$ cat src/rtl/sec_state_pkg.sv
package sec_state_pkg;

  typedef enum logic [2:0] {
    ST_INIT     = 3'd0,
    ST_CHECK    = 3'd1,
    ST_NONSEC   = 3'd2,
    ST_TRUSTED  = 3'd3,
    ST_SECURE   = 3'd4,
    ST_SOFTFAIL = 3'd5,
    ST_HARDFAIL = 3'd6
  } sec_state_e;

  typedef enum logic [1:0] {
    KEY_NONE   = 2'd0,
    KEY_TEST   = 2'd1,
    KEY_DEVICE = 2'd2
  } key_sel_e;

  localparam int CMD_W       = 4;
  localparam int CMD_TRUST   = 0;
  localparam int CMD_SECURE  = 1;
  localparam int CMD_SOFT    = 2;
  localparam int CMD_HF_ARM  = 3;

endpackage

$ cat src/rtl/ssm_tamper_filter.sv
module ssm_tamper_filter #(
  parameter int SYNC_STAGES  = 2,
  parameter int QUAL_SAMPLES = 2
) (
  input  logic clk,
  input  logic rst_n,
  input  logic tamper_n,
  output logic tamper_hit
);

  localparam int HIST_W = QUAL_SAMPLES - 1;

  logic [SYNC_STAGES-1:0]  sync_q;
  logic [HIST_W-1:0]       hist_q;
  logic [QUAL_SAMPLES-1:0] window;

  // Synchronizer chain; idle level is "not tampered".
  always_ff @(posedge clk or negedge rst_n) begin
    if (!rst_n) begin
      sync_q <= '1;
    end else begin
      sync_q <= {sync_q[SYNC_STAGES-2:0], tamper_n};
    end
  end

  assign window = {hist_q, sync_q[SYNC_STAGES-1]};

  // History of earlier synchronized samples.
  always_ff @(posedge clk or negedge rst_n) begin
    if (!rst_n) begin
      hist_q <= '1;
    end else begin
      hist_q <= window[QUAL_SAMPLES-2:0];
    end
  end

  assign tamper_hit = ~|window;

endmodule

$ cat src/rtl/ssm_viol_agg.sv
module ssm_viol_agg #(
  parameter int N_SRC = 5
) (
  input  logic             clk,
  input  logic             rst_n,
  input  logic [N_SRC-1:0] src,
  output logic             pend
);

  logic pend_q;
  logic any_src;

  assign any_src = |src;

  always_ff @(posedge clk or negedge rst_n) begin
    if (!rst_n) begin
      pend_q <= 1'b0;
    end else if (any_src) begin
      pend_q <= 1'b1;
    end
  end

  assign pend = pend_q;

  assert_sticky_R9: assert property (@(posedge clk) disable iff (!rst_n)
    pend |=> pend);

  assert_latch_R9: assert property (@(posedge clk) disable iff (!rst_n)
    (|src) |=> pend);

endmodule

$ cat src/rtl/ssm_fsm.sv
module ssm_fsm
  import sec_state_pkg::*;
(
  input  logic             clk,
  input  logic             rst_n,
  input  logic             boot_ext,
  input  logic             hw_pend,
  input  logic             cmd_wr,
  input  logic [CMD_W-1:0] cmd_data,
  output sec_state_e       state
);

  sec_state_e state_q, state_d;
  logic       hf_en_q;
  logic       wr_trust, wr_secure, wr_soft, wr_arm;
  logic       fail_req;
  sec_state_e fail_target;

  assign wr_trust  = cmd_wr & cmd_data[CMD_TRUST];
  assign wr_secure = cmd_wr & cmd_data[CMD_SECURE];
  assign wr_soft   = cmd_wr & cmd_data[CMD_SOFT];
  assign wr_arm    = cmd_wr & cmd_data[CMD_HF_ARM];

  assign fail_req    = hw_pend | wr_soft;
  assign fail_target = hf_en_q ? ST_HARDFAIL : ST_SOFTFAIL;

  always_comb begin
    state_d = state_q;
    unique case (state_q)
      ST_INIT:    state_d = ST_CHECK;
      ST_CHECK: begin
        if (boot_ext || hw_pend) state_d = ST_NONSEC;
        else if (wr_trust)       state_d = ST_TRUSTED;
      end
      ST_TRUSTED: begin
        if (fail_req)       state_d = fail_target;
        else if (wr_secure) state_d = ST_SECURE;
      end
      ST_SECURE: begin
        if (fail_req) state_d = fail_target;
      end
      default:    state_d = state_q;
    endcase
  end

  always_ff @(posedge clk or negedge rst_n) begin
    if (!rst_n) begin
      state_q <= ST_INIT;
    end else begin
      state_q <= state_d;
    end
  end

  // Arm bit: set-only, cleared by reset.
  always_ff @(posedge clk or negedge rst_n) begin
    if (!rst_n) begin
      hf_en_q <= 1'b0;
    end else if (wr_arm) begin
      hf_en_q <= 1'b1;
    end
  end

  assign state = state_q;

  assert_fail_hold_R10: assert property (@(posedge clk) disable iff (!rst_n)
    (state_q == ST_SOFTFAIL || state_q == ST_HARDFAIL || state_q == ST_NONSEC)
      |=> $stable(state_q));

  assert_trusted_entry_R3: assert property (@(posedge clk) disable iff (!rst_n)
    (state_q == ST_TRUSTED && $past(state_q) != ST_TRUSTED)
      |-> $past(state_q) == ST_CHECK);

  assert_pend_wins_R5: assert property (@(posedge clk) disable iff (!rst_n)
    (state_q == ST_CHECK && hw_pend) |=> state_q == ST_NONSEC);

  assert_hard_needs_arm_R7: assert property (@(posedge clk) disable iff (!rst_n)
    (state_q == ST_HARDFAIL && $past(state_q) != ST_HARDFAIL) |-> $past(hf_en_q));

  assert_secure_entry_R4: assert property (@(posedge clk) disable iff (!rst_n)
    (state_q == ST_SECURE && $past(state_q) != ST_SECURE)
      |-> $past(state_q) == ST_TRUSTED);

endmodule

$ cat src/rtl/ssm_key_policy.sv
module ssm_key_policy
  import sec_state_pkg::*;
(
  input  logic       clk,
  input  logic       rst_n,
  input  sec_state_e state,
  output key_sel_e   key_sel,
  output logic       key_clr,
  output logic       irq,
  output logic       reset_req
);

  always_comb begin
    key_sel   = KEY_NONE;
    key_clr   = 1'b0;
    irq       = 1'b0;
    reset_req = 1'b0;
    unique case (state)
      ST_NONSEC:               key_sel = KEY_TEST;
      ST_TRUSTED, ST_SECURE:   key_sel = KEY_DEVICE;
      ST_SOFTFAIL: begin
        key_clr = 1'b1;
        irq     = 1'b1;
      end
      ST_HARDFAIL: begin
        key_clr   = 1'b1;
        irq       = 1'b1;
        reset_req = 1'b1;
      end
      default:                 key_sel = KEY_NONE;
    endcase
  end

  assert_clr_no_key_R6: assert property (@(posedge clk) disable iff (!rst_n)
    key_clr |-> key_sel == KEY_NONE);

  assert_rstreq_superset_R7: assert property (@(posedge clk) disable iff (!rst_n)
    reset_req |-> (irq && key_clr));

  assert_rstreq_held_R10: assert property (@(posedge clk) disable iff (!rst_n)
    reset_req |=> reset_req);

endmodule

$ cat src/rtl/sec_state_mon.sv
module sec_state_mon
  import sec_state_pkg::*;
#(
  parameter int RST_SYNC     = 2,
  parameter int TAMP_SYNC    = 2,
  parameter int TAMP_QUAL    = 2
) (
  input  logic             clk,
  input  logic             rst_n,
  input  logic             boot_ext,
  input  logic             tamper_n,
  input  logic             fuse_err,
  input  logic             mk_parity_err,
  input  logic             scan_evt,
  input  logic             glitch_evt,
  input  logic             cmd_wr,
  input  logic [CMD_W-1:0] cmd_data,
  output logic [2:0]       state,
  output logic [1:0]       key_sel,
  output logic             key_clr,
  output logic             irq,
  output logic             reset_req
);

  localparam int N_SRC = 5;

  logic [RST_SYNC-1:0] rst_sync_q;
  logic                rst_int_n;
  logic                tamper_hit;
  logic [N_SRC-1:0]    hw_src;
  logic                hw_pend;
  sec_state_e          cur_state;
  key_sel_e            key_sel_e_w;

  // Asynchronous assert, synchronous release.
  always_ff @(posedge clk or negedge rst_n) begin
    if (!rst_n) begin
      rst_sync_q <= '0;
    end else begin
      rst_sync_q <= {rst_sync_q[RST_SYNC-2:0], 1'b1};
    end
  end

  assign rst_int_n = rst_sync_q[RST_SYNC-1];

  ssm_tamper_filter #(
    .SYNC_STAGES  (TAMP_SYNC),
    .QUAL_SAMPLES (TAMP_QUAL)
  ) u_tamper (
    .clk        (clk),
    .rst_n      (rst_int_n),
    .tamper_n   (tamper_n),
    .tamper_hit (tamper_hit)
  );

  assign hw_src = {glitch_evt, scan_evt, mk_parity_err, fuse_err, tamper_hit};

  ssm_viol_agg #(.N_SRC(N_SRC)) u_agg (
    .clk   (clk),
    .rst_n (rst_int_n),
    .src   (hw_src),
    .pend  (hw_pend)
  );

  ssm_fsm u_fsm (
    .clk      (clk),
    .rst_n    (rst_int_n),
    .boot_ext (boot_ext),
    .hw_pend  (hw_pend),
    .cmd_wr   (cmd_wr),
    .cmd_data (cmd_data),
    .state    (cur_state)
  );

  ssm_key_policy u_keys (
    .clk       (clk),
    .rst_n     (rst_int_n),
    .state     (cur_state),
    .key_sel   (key_sel_e_w),
    .key_clr   (key_clr),
    .irq       (irq),
    .reset_req (reset_req)
  );

  assign state   = cur_state;
  assign key_sel = key_sel_e_w;

endmodule

$ cat config.mk
export PLATFORM = sky130hd
export DESIGN_NAME = sec_state_mon
export DESIGN_NICKNAME = d
export VERILOG_FILES = /design/src/rtl/sec_state_pkg.sv /design/src/rtl/ssm_tamper_filter.sv /design/src/rtl/ssm_viol_agg.sv /design/src/rtl/ssm_fsm.sv /design/src/rtl/ssm_key_policy.sv /design/src/rtl/sec_state_mon.sv
export SDC_FILE = /design/constraint.sdc
export NUM_CORES = 1
export LEC_CHECK = 0
export BUFFER_PORTS_ARGS = -buffer_cell sky130_fd_sc_hd__buf_2
export CAP_MARGIN = 30
export CORE_AREA = 2 2 39 41
export CTS_CLUSTER_DIAMETER = 50
export DETAILED_ROUTE_END_ITERATION = 16
export DIE_AREA = 0 0 41 43
export GPL_ROUTABILITY_DRIVEN = 0
export SLEW_MARGIN = 5
export SYNTH_ARGS = -nofsm -noshare
export SYNTH_HDL_FRONTEND = slang
export SYNTH_SLANG_ARGS = --single-unit
$ cat constraint.sdc
create_clock -name clk -period 1.34 [get_ports clk]
set_input_delay 0.268 -clock clk [delete_from_list [all_inputs] [get_ports clk]]
set_output_delay 0.268 -clock clk [all_outputs]
set_load 0.005 [all_outputs]
## Word-level counts from Yosys, hierarchy flattened

Cells that the tools add are included.
W data, S select, Z words.

- Register bits after elaboration: 10

- Multiplexer cells: 10
- Reduce and logical (&&, ||, !) cells: 9
- Equality and inequality tests: 9
- Bitwise operators: 5

Operator list:

| kind | count |
|---|---|
| $mux W3 | 5 |
| $pmux W3 S4 | 1 |
| $eq A3 B3 Y1 const B | 3 |
| $eq A3 B2 Y1 const B | 2 |
| $ne A3 B1 Y1 const B | 2 |
| $reduce_or A2 Y1 | 3 |
| $reduce_or A5 Y1 | 1 |
| $and A1 B1 Y1 | 4 |
| $pmux W2 S2 | 1 |
| $reduce_and A4 Y1 | 1 |
| $reduce_bool A4 Y1 | 1 |
| $eq A3 B1 Y1 const B | 1 |
| $logic_not A3 Y1 | 1 |
| $mux W1 | 2 |
| $mux W2 | 1 |
| $ne A2 B1 Y1 const B | 1 |
| $logic_not A1 Y1 | 1 |
| $logic_or A1 B1 Y1 | 1 |
| $or A1 B1 Y1 | 1 |

## Depth between registers and ports, before layout

- Depth in word-level cells: 4
- Mapped depth: 4
- Mapped depth without buffers: 4

## Modules after synthesis

From an unflattened synthesis, not the netlist that was laid out.

- Cells, all modules: 47
- Area total of the unflattened synthesis: 480.5 sq um

Modules (own cells, without submodules):

| module | sequential area each (sq um) | instances | cells each | area each (sq um) |
|---|---|---|---|---|
| ssm_fsm | 100.1 | 1 | 28 | 249.0 |
| ssm_tamper_filter | 78.8 | 1 | 4 | 82.6 |
| ssm_key_policy | 0.0 | 1 | 8 | 56.3 |
| sec_state_mon | 50.0 | 1 | 3 | 53.8 |
| ssm_viol_agg | 25.0 | 1 | 4 | 38.8 |

## Worst setup path before layout

Ideal clock, no wire load.

- Path kind: register -> output
- From: register u_fsm.state_q[0], in the netlist u_fsm.state[0]
- To: output port key_clr
- Setup slack: 0.011 ns
- Stages on the path, launching flop included: 5
- Data required time: 1.072 ns
- Arrival time: 1.061 ns
- Cell sequence: dfrtp_1 -> buf_2 -> nand2b_1 -> a21oi_1 -> buf_4

- Word-level cells in the longest chain between the ends: 3
- Elaborated cells between the ends (all ways): 4

RTL lines:

| element | line | text |
|---|---|---|
| start: declaration | ssm_fsm.sv:13 | `sec_state_e state_q, state_d;` |
| start signal: assignment | ssm_fsm.sv:50 | `state_q <= state_d;` |
| $eq A3 B3 Y1 | - |  |
| $reduce_or A2 Y1 (no source line) (*) | - |  |
| $mux W1 (*) | - |  |
| end: declaration | sec_state_mon.sv:20 | `output logic key_clr,` |

Every way passes the cells marked *; elsewhere a longest branch is shown, timed or not.

## Worst setup path in the final report

- From: register u_fsm.state_q[0], in the netlist u_fsm.state[0]
- To: output port key_sel[1]

- Word-level cells in the longest chain between the ends: 3
- Elaborated cells between the ends (all ways): 5

RTL lines:

| element | line | text |
|---|---|---|
| $eq A3 B2 Y1 / $eq A3 B3 Y1 (equally long branches) | ssm_key_policy.sv:18 | `unique case (state)` |
| $reduce_or A2 Y1 | ssm_key_policy.sv:18 |  |
| $pmux W2 S2 (*) | ssm_key_policy.sv:18 |  |
| end: declaration | sec_state_mon.sv:19 | `output logic [1:0] key_sel,` |

Marks and branches as above.

==> summary.txt <==
Status
  – Result of the run: finished, violations left
  – Violations in the final reports: setup timing

Global routing
  – Vias in the first global route: 353
  – Number of antenna violations at the first check in global routing: 0
  – First-pass GRT wire length: around 1400 um
  – Maximum number of pins on one net before global-route repair: 9
  – Global route total overflow: 0
  – GRT Util Overall: 0.120

CTS
  – Clock transition at the registers of the reported paths: approximately 0.060 ns
  – CTS tree: yes
  – Clock Tree Root: sky130_fd_sc_hd__clkbuf_4
  – Max Root-Sink Buffers: 2
  – H-tree depth: 1
  – CTS Sinks: 10
  – Source-to-sink clock delay at the later pin of the worst-skew pair: 0.26 ns
  – CTS buffer count: 3

Floorplan
  – Effective utilization at floorplan: 0.352
  – Core Area: 0.00138 mm^2
  – Horizontal die dimension: between 40 and 50 um
  – Number of I/O pins: 21
  – Area enclosed by the die boundary: 0.00176 mm^2
  – Number of cell rows: 14
  – Die H: around 43 um

Pwr
  – Leak Pwr: ~0.32 nW
  – Overall power after layout: 554 uW
  – Largest vdd supply drop: about 0.00047 V
  – P per Cell Area: 774 mW/mm^2

Place
  – Place WS: about 0.066 ns
  – Port-buffer cells: 20
  – Half-perimeter wire length of the detailed placement result: 730 um

Detailed routing
  – Uppermost layer routed: met3
  – Routed via count divided by cell count: 4.89
  – Detailed route wirelength on metal2: ~480 um
  – # DRC: 0
  – DRT Wirelength: 1010 um
  – DR WL met3: 57 um
  – Violation count after the first detailed-routing iteration: 6
  – WL met1: 473 um
  – Count of nets left with antenna violations after detail routing: 0
  – First-pass iteration count of the detailed router: 4
  – Routed wirelength normalized by instance count: 11.0 um
  – Vias after detailed routing: 450

Logic synthesis
  – Fraction of registers with async set/reset: 1.00
  – Synth cell count leaders: sky130_fd_sc_hd__dfrtp_1, sky130_fd_sc_hd__nand2_1, sky130_fd_sc_hd__nor2_1, sky130_fd_sc_hd__dfstp_2, sky130_fd_sc_hd__nor3_1
  – Synth Register Bits: 10
  – Area share of the leading cell type in the synthesized netlist: 0.360
  – Most instantiated library cell after synthesis: sky130_fd_sc_hd__dfrtp_1
  – Primary flip-flop cell chosen by synthesis mapping: sky130_fd_sc_hd__dfrtp_1
  – Synth Instances: 48
  – Synthesis Warnings: 0
  – Post-synth EDFFs: 0
  – Mapped cell area: approximately 490 um^2
  – Distinct cells, synth: 28
  – Synthesized net count: 61
  – Mean instance size in the synthesized netlist: 10.1 um^2
  – Cells taking the most area after synthesis: sky130_fd_sc_hd__dfrtp_1, sky130_fd_sc_hd__dfstp_2, sky130_fd_sc_hd__a41oi_1, sky130_fd_sc_hd__nor3_1, sky130_fd_sc_hd__nand2_1
  – Register area share after synthesis: 0.522
  – Cell accounting for the most synthesized area: sky130_fd_sc_hd__dfrtp_1

Worst setup path
  – Launching element of the worst setup path: u_fsm.state[0]
  – Critical Path Fanout Max: 5
  – Critical path, cell by cell: and2b_2, a22o_1, buf_2
  – Critical R2R Launch: u_fsm.state[1]
  – Worst Path Required: 1.07 ns
  – Crit path max-delay cell type: sky130_fd_sc_hd__dfrtp_2
  – Data arrival time of the critical path: between 1 and 1.5 ns
  – Critical Path Max Stage Delay: 0.44 ns
  – Critical Path Start Type: flip-flop
  – Sum of buffers and inverters on the critical path: 1
  – Worst setup EP type: output port
  – WS Path Type: flip-flop to output port
  – Top cell family by delay on the critical path: flip-flops

Timing
  – Setup total negative slack: -0.279 ns
  – Worst slack on hold paths: 0.118 ns
  – Number of slew-limit violations in the final report: 0
  – # setup viols final: 4
  – Final critical path time including I/O delays and setup: 1.46 ns
  – Final Worst Setup Slack: -0.117 ns
  – Clock tree skew after final layout: 0.00976 ns
  – RSZ-0062 raised after global routing: true
  – Upper clock frequency limit: 686 MHz
  – Post-route fraction of the period consumed by the critical path: 1.09
  – Final Hold Vio Count: 0

Run
  – Max-cap violations: 0

Layout
  – Final Util: 0.517
  – Final nets: 90
  – Total inserted antenna cells: 0
  – Share of layout cells above drive strength 1: 0.592
  – Sequential standard cell area: ~260 um^2
  – Growth of design area from synthesis to finish: 47.0%
  – Fillers: 124
  – Area taken by multi-input logic gates: around 250 um^2

Min path
  – Tightest Hold Check Type: input pin to flip-flop
  – Startpoint of the lowest-slack hold path: tamper_n
==> sequential cells by signal, summed over array words and instances (netlist names) <==
register and count:
u_fsm.state 3, rst_sync_q 2, u_tamper.sync_q 2, u_agg.pend 1
u_fsm.hf_en_q 1, u_tamper.hist_q 1
==> layout by cell type, fill, tap and decap left out, types with 2 or more instances in the layout <==
cell type                   n
sky130_fd_sc_hd__dfrtp_1    5
sky130_fd_sc_hd__buf_4      6
sky130_fd_sc_hd__nand2b_4   2
sky130_fd_sc_hd__dfstp_2    3
sky130_fd_sc_hd__clkbuf_4   3
sky130_fd_sc_hd__nand2_1    4
sky130_fd_sc_hd__nor2_1     3
sky130_fd_sc_hd__nand3_1    2
sky130_fd_sc_hd__dfrtp_2    2
sky130_fd_sc_hd__nor3_1     3
sky130_fd_sc_hd__buf_2     20
==> what timing repair did <==
| item | 4_1_cts | 5_1_grt |
|---|---|---|
| hold endpoints to repair | 2 | 0 |
| pin swaps | 1 | 1 |
| setup endpoints to repair | 5 | 7 |
| buffers inserted | 5 | 0 |
| gates resized for setup | 4 | 6 |
| hold buffers | 1 | 0 |
==> through the flow <==
stage / cell area [um^2] / instances
after floorplan: 487 / 48
after global placement: 597 / 82
after detailed placement: 597 / 82
after CTS: 683 / 92
after global routing: 716 / 92
final: 716 / 92
==> per-layer routing <==
| layer | vias up | track usage |
|---|---|---|
| li1 | 223 | - |
| met4 | 0 | 0.0600 |
| met5 | - | 0 |
| met1 | 211 | 0.166 |
| met3 | 0 | 0.0471 |
| met2 | 16 | 0.159 |
==> power by group <==
group	total (mW)	switching (mW)	internal [mW]
Clock	0.208	0.0932	0.114
Sequential	0.319	0.00628	0.313
Combinational	0.0269	0.0114	0.0154
==> path summary, 6_finish.rpt <==
path	endpoint	slack [ns]	depth (start not counted)
max	key_sel[1]	-0.12	3
min	u_tamper.sync_q[0]	0.12	1
max reg2reg	u_fsm.state[0]	0.06	4
min reg2reg	u_fsm.hf_en_q	0.13	0
max in group asynchronous	u_tamper.sync_q[1]	0.91	0
min in group asynchronous	u_fsm.hf_en_q	0.13	0
==> area by class of cell <==
class / count / area share
Timing Repair Buffer: 27 / 0.217
Multi-Input combinational cell: 34 / 0.355
Inverter: 1 / 0.00524
Clock buffer: 4 / 0.0367
Tap cell: 16 / 0.0280
Sequential cell: 10 / 0.358
==> cells by family (layout without fill, tap and decap cells) <==
| logic type | count (synthesis) | count (layout) | synth area share |
|---|---|---|---|
| AND/OR/NAND/NOR | 22 | 22 | 0.255 |
| flip-flops | 10 | 10 | 0.522 |
| other | 1 | 1 | 0.00770 |
| buffers and inverters | 4 | 32 | 0.0437 |
| AO/OA/AOI/OAI | 11 | 11 | 0.172 |
Power figures use the tool's default switching activity.
